$ cat config.mk
export PLATFORM = sky130hd
export DESIGN_NAME = addr_latch8
export DESIGN_NICKNAME = d
export VERILOG_FILES = /design/src/rtl/addr_latch8.sv
export SDC_FILE = /design/constraint.sdc
export NUM_CORES = 1
export LEC_CHECK = 0
export BUFFER_PORTS_ARGS = -buffer_cell sky130_fd_sc_hd__buf_2
export CORE_AREA = 5 5 42 44
export CTS_BUF_LIST = sky130_fd_sc_hd__clkbuf_4
export DETAILED_ROUTE_END_ITERATION = 10
export DIE_AREA = 0 0 47 49
export PLACE_DENSITY = 0.54
export REMOVE_ABC_BUFFERS = 1
export SETUP_SLACK_MARGIN = 0.15
export SLEW_MARGIN = 20
export SYNTH_ARGS = -nofsm -noshare
export SYNTH_HDL_FRONTEND = slang
export SYNTH_SLANG_ARGS = --single-unit
$ cat constraint.sdc
create_clock -name clk -period 1.55 [get_ports clk]
set_clock_uncertainty 0.2 [all_clocks]
set_input_delay 0.3875 -clock clk [delete_from_list [all_inputs] [get_ports clk]]
set_output_delay 0.3875 -clock clk [all_outputs]
set_load 0.05 [all_outputs]
$ cat src/rtl/addr_latch8.sv
module addr_latch8 #(
  parameter int NBITS = 8,
  localparam int AW = (NBITS > 1) ? $clog2(NBITS) : 1
) (
  input  logic             clk,
  input  logic             init,
  input  logic [AW-1:0]    sel,
  input  logic             din,
  input  logic             wr_block,
  input  logic             clr,
  output logic [NBITS-1:0] q
);

  typedef enum logic [1:0] {
    M_WRITE = 2'b00,
    M_HOLD  = 2'b01,
    M_DEMUX = 2'b10,
    M_CLEAR = 2'b11
  } mode_e;

  mode_e            mode;
  logic [NBITS-1:0] hit;
  logic [NBITS-1:0] routed;
  logic [NBITS-1:0] nxt;

  assign mode = mode_e'({clr, wr_block});

  for (genvar i = 0; i < NBITS; i++) begin : g_dec
    assign hit[i] = (sel == AW'(i));
  end

  assign routed = hit & {NBITS{din}};

  always_comb begin
    case (mode)
      M_WRITE: nxt = (q & ~hit) | routed;
      M_HOLD:  nxt = q;
      M_DEMUX: nxt = routed;
      default: nxt = '0;
    endcase
  end

  always_ff @(posedge clk) begin
    if (init) q <= '0;
    else      q <= nxt;
  end

endmodule

==> results of run 1 <==
-- cells in the final DEF (no fill, tap or decap) --
| cell | Yosys | final |
|---|---|---|
| nor4_1 | 1 | 1 |
| and4bb_2 | 3 | 3 |
| buf_6 | 0 | 3 |
| nor4b_1 | 3 | 3 |
| nand4b_1 | 1 | 1 |
| nand2b_1 | 1 | 1 |
| or3b_1 | 8 | 8 |
| buf_4 | 0 | 5 |
| mux2i_1 | 8 | 8 |
| clkbuf_4 | 0 | 3 |
| buf_2 | 0 | 7 |
| dfxtp_1 | 8 | 8 |
-- final cells by class --
cell class	count	area, um2	area share
multi-input combinational	25	235	0.432
sequential	8	160	0.294
timing repair buffer	15	106	0.195
clock buffer	3	22.5	0.0414
tap	16	20.0	0.0368
-- through the flow --
stage	power, W	hold WS [ns]
final	0.000421	0.295
after CTS	0.000429	0.295
after global routing	0.000446	0.310
after floorplan	0.000241	0.367
after global placement	0.000266	0.346
after detailed placement	0.000267	0.340
-- repair_timing --
item / 4_1_cts / 5_1_grt
gates resized for setup: 8 / 3
endpoints found under the hold margin: 0 / 0
endpoints found under the setup margin: 8 / 3
-- kinds of logic after synthesis --
logic type,Yosys count
buf+inv,1
flops,8
mux,8
simple gates,17
-- report_power, final --
group	leakage [nW]	internal, W	total [W]	switching (W)
Combinational	0.129	0.0000217	0.0000540	0.0000323
Sequential	0.0646	0.000209	0.000210	0.00000151
Clock	0.0138	0.0000884	0.000156	0.0000680
-- synth_stat cells --
library cell	count	area [um2]
clkbuf_2	1	5.00
or3b_1	8	70.1
mux2i_1	8	80.1
and4bb_2	3	37.5
nand2b_1	1	6.26
nor4b_1	3	26.3
dfxtp_1	8	160
nand4b_1	1	8.76
nor4_1	1	6.26
-- how the worst min path moves through the flow --
| stage | startpoint | depth (start not counted) | end |
|---|---|---|---|
| 2_1_floorplan | init | 2 | q[0] |
| 3_3_place_gp | q[0] | 2 | q[0] |
| 3_5_place_dp | q[1] | 2 | q[1] |
| 4_1_cts | clr | 3 | q[4] |
| 5_1_grt | clr | 3 | q[6] |
| 6_report | clr | 3 | q[4] |
-- routing by layer --
layer	vias up	global-route usage	share of wire
met1	146	0.110	0.47
met5	-	0	0
li1	168	-	-
met4	0	0.0138	0
met2	11	0.0995	0.44
met3	0	0.0443	0.091
==> reports/qor.txt, run 1 <==
NumNets Final -> 61
RD Place Congestion -> 0.701
Crit path largest cell delay -> 0.32 ns
Die area -> 0.00230 mm2
Top fanout value on the critical path -> 2
Mapped Area -> 400 um2
Die W -> 47 um
CTS Sinks -> 8
Starting density of the core -> 0.286
I/O pins -> 16
Least-Margin Pin Slew -> 0.369 ns
Final setup violation count -> 0
Non-Filler Instances -> 67
HP Class -> in2reg
Largest registers -> q: 8 flops
Fmax -> 739 MHz
Tcrit/Tclk final -> 0.873
First-pass GRT wire length -> 1.31 mm
Final Hold Fails -> 0
Max FFs per register -> 8
Die H -> 49 um
Worst Setup Path Type -> reg2out
Worst r2r dst -> q[7]
R2R depth -> 2
Pre-CTS setup slack -> 0.131 ns
Yosys warns -> 0
Clock transition at path regs -> 0.05 ns
Critical-path cell with the highest stage delay -> dfxtp_1
CP Launch Point -> q[1]
Post-CTS Setup Bufs -> 0
Vias -> 325
Fin area -> 544 um2
Critical path startpoint category -> register
Final worst slack -> 0.196 ns
Simple-gate share of the synthesized area -> 0.387
Register bit total from synthesis -> 8
Post-place instance area -> 490 um2
HPWL Detailed -> 606 um
Max_cap viols -> 0
Critical Path End Type -> output pin
Post-route DRC -> 0
DRT iter0 DRCs -> 7
Post-Synth Adder-Cell Area -> 0
Worst-Skew Late Latency -> 0.25 ns
Ant diodes -> 0
Num CTS Buffers -> 3
Worst Path Buf+Inv -> 1
Largest net degree at the start of global routing -> 10
GRT overflow -> 0
Synthesized area per cell -> 11.8 um2
Final TNS setup -> 0 ns
Tmin final -> 1.35 ns
WL final -> 845 um
RSZ-0062 raised after global routing -> true
Core Util, Final -> 0.388
Biggest register -> q
Post-synthesis sequential area ratio -> 0.400
Critical register-to-register path startpoint -> q[7]
CP arrival -> 0.77 ns
Run status -> finished clean
Vias per inst -> 4.85
Core area -> 0.00140 mm2
Rel. slew slack -> 0.750
CTS Buffer Depth -> 2
Number of global-route vias before repair -> 305
Worst setup path end -> q[1]
Fin. max-slew vios -> 0
P&R area growth vs syn -> 35.9%
Number of fill cells -> 159
Post-synthesis compound-gate area fraction -> 0
Root Driver -> clkbuf_4
Peak supply drop -> 0.000344 V
Post-route ant nets -> 0
Tot GR Track Use -> 0.0769
Worst EP required -> 0.96 ns
Cells after Synth -> 34
Htree depth -> 1
Dpl cells -> 64
Cell Chain, Critical Path -> buf_4
Power per Cell Area -> 773 mW/mm2
WL per Instance -> 12.6 um
XOR/XNOR Fraction of Synth Area -> 0
Num rows -> 14
CP Depth -> 1
Family with the most delay on the worst path -> flip-flops
Leakage -> 0.207 nW
DR pass1 iterations -> 4
Layout cells sized above 1 -> 0.412
Reg2Reg Setup Slack -> 0.47 ns
Mux contribution to synthesized area -> 0.200
Largest family of logic cells by synthesized area -> simple AND/OR/NAND/NOR gates
Yosys cell types -> 9
IO Port Bufs -> 15
TritonCTS clock tree -> done
CTS Hold Bufs -> 0
Initial antenna violation count -> 0
No activity file was read; power rests on OpenSTA's default activity.
==> inputs of run 2 (changes only) <==
--- a/config.mk
+++ b/config.mk
@@ -10,7 +10,7 @@
 export CTS_BUF_LIST = sky130_fd_sc_hd__clkbuf_4
 export DETAILED_ROUTE_END_ITERATION = 10
 export DIE_AREA = 0 0 47 49
-export PLACE_DENSITY = 0.54
+export PLACE_DENSITY = 0.56
 export REMOVE_ABC_BUFFERS = 1
 export SETUP_SLACK_MARGIN = 0.15
 export SLEW_MARGIN = 20
==> reports/qor.txt, run 2 (synthesis results as in run 1) <==
Run status -> finished clean
Max FFs per register -> 8 (unchanged)
Reg2Reg Setup Slack -> 0.47 ns (about the same)
GRT overflow -> 0 (unchanged)
Vias -> 343 (+5.5%)
CTS Buffer Depth -> 2 (unchanged)
Cell Chain, Critical Path -> buf_4
Largest registers -> q: 8 flops
Post-route DRC -> 0 (unchanged)
HPWL Detailed -> 655 um (+8.0%)
Tot GR Track Use -> 0.0739 (-0.00293)
Die area -> 0.00230 mm2 (unchanged)
Critical-path cell with the highest stage delay -> dfxtp_1
WL final -> 840 um (-0.59%)
I/O pins -> 16 (unchanged)
Final setup violation count -> 0 (unchanged)
Post-route ant nets -> 0 (unchanged)
Ant diodes -> 0 (unchanged)
Worst EP required -> 0.96 ns (about the same)
Top fanout value on the critical path -> 2 (unchanged)
Number of fill cells -> 155 (-2.5%)
Crit path largest cell delay -> 0.33 ns (about the same)
Clock transition at path regs -> 0.05 ns (about the same)
Family with the most delay on the worst path -> flip-flops
Number of global-route vias before repair -> 316 (+3.6%)
DRT iter0 DRCs -> 4 (-3)
Most frequent cells in the layout -> or3b_1, mux2i_1, dfxtp_1
Worst-Skew Late Latency -> 0.25 ns (about the same)
Root Driver -> clkbuf_4
Tcrit/Tclk final -> 0.881 (+0.00713)
RSZ-0062 raised after global routing -> false
Total design power -> 0.000420 W (-0.15%)
WL per Instance -> 12.5 um (-0.59%)
Die W -> 47 um (unchanged)
Fin area -> 537 um2 (-1.4%)
First-pass GRT wire length -> 1.30 mm (-1.1%)
Rel. slew slack -> 0.753 (+0.00244)
Core area -> 0.00140 mm2 (unchanged)
Fmax -> 733 MHz (-0.81%)
Initial antenna violation count -> 0 (unchanged)
IO Port Bufs -> 15 (unchanged)
Layout cells sized above 1 -> 0.412 (unchanged)
CP arrival -> 0.78 ns (about the same)
Num CTS Buffers -> 3 (unchanged)
Htree depth -> 1 (unchanged)
Starting density of the core -> 0.286 (unchanged)
Least-Margin Pin Slew -> 0.366 ns (-0.00362 ns)
Power per Cell Area -> 783 mW/mm2 (+1.2%)
Post-place instance area -> 490 um2 (unchanged)
Critical Path End Type -> output pin
Tmin final -> 1.36 ns (+0.0110 ns)
DR pass1 iterations -> 4 (unchanged)
Biggest register -> q
Critical path startpoint category -> register
Largest net degree at the start of global routing -> 10 (unchanged)
Vias per inst -> 5.12 (+5.5%)
Peak supply drop -> 0.000355 V (+3.1%)
Fin. max-slew vios -> 0 (unchanged)
TritonCTS clock tree -> done
NumNets Final -> 61 (unchanged)
Final Hold Fails -> 0 (unchanged)
CTS Sinks -> 8 (unchanged)
Leakage -> 0.206 nW (-0.70%)
Worst Path Buf+Inv -> 1 (unchanged)
CTS Hold Bufs -> 0 (unchanged)
Die H -> 49 um (unchanged)
HP Class -> in2reg
P&R area growth vs syn -> 34.1%
Final TNS setup -> 0 ns (unchanged)
RD Place Congestion -> 0.676 (-3.6%)
Max_cap viols -> 0 (unchanged)
Worst Setup Path Type -> reg2out
Num rows -> 14 (unchanged)
[run 2: changes by cell type in the layout (fill, tap and decap cells not counted)]
cell   previous run  this run
buf_4             5         7
buf_6             3         1
[run 2: cell type report]
class	count	area, um2	share of cell area
Timing Repair Buffer	15	98.8	0.184
Tap cell	16	20.0	0.0373
Multi-Input combinational cell	25	235	0.438
Clock buffer	3	22.5	0.0420
Sequential cell	8	160	0.298
[run 2: repair_timing]
item,4_1_cts,5_1_grt
setup endpoints to repair,8,1
gates resized for setup,8,1
buffers inserted,0,0
[run 2: final timing paths]
| path | from | cells past startpoint | end |
|---|---|---|---|
| min reg2reg | q[0] | 2 | q[0] |
| max reg2reg | q[3] | 2 | q[3] |
| min | clr | 3 | q[2] |
| max | q[5] | 1 | q[5] |
[run 2: stage by stage]
step / worst slack (ns) / hold slack (ns) / cells / util
floorplan: 0.184 / 0.367 / 33 / -
global route: 0.158 / 0.314 / 67 / 0.383
CTS: 0.167 / 0.294 / 67 / 0.380
global placement: 0.105 / 0.344 / 64 / 0.350
finish: 0.185 / 0.299 / 67 / 0.383
detailed placement: 0.114 / 0.346 / 64 / 0.350
[run 2: routing by layer]
layer  part of all wire  vias to the layer above  global-route usage  wire (um)
li1                   -                      174                   -          -
met1               0.43                      158              0.0879        358
met2               0.49                        9               0.120        413
met3              0.073                        2              0.0221         61
met4             0.0083                        0              0.0276          7
met5                  0                        -                   0          0
[run 2: worst min-delay path, delay by kind of cell]
| kind | cells | cell delay (ns) |
|---|---|---|
| buffers and inverters | 1 | 0.14 |
| and+or+nand+nor | 1 | 0.12 |
| muxes | 1 | 0.05 |
[run 2: power breakdown]
part / switching, W / internal (W)
logic: 0.0000324 / 0.0000213
clock network: 0.0000677 / 0.0000884
registers: 0.00000146 / 0.000209
total: 0.000102 / 0.000319
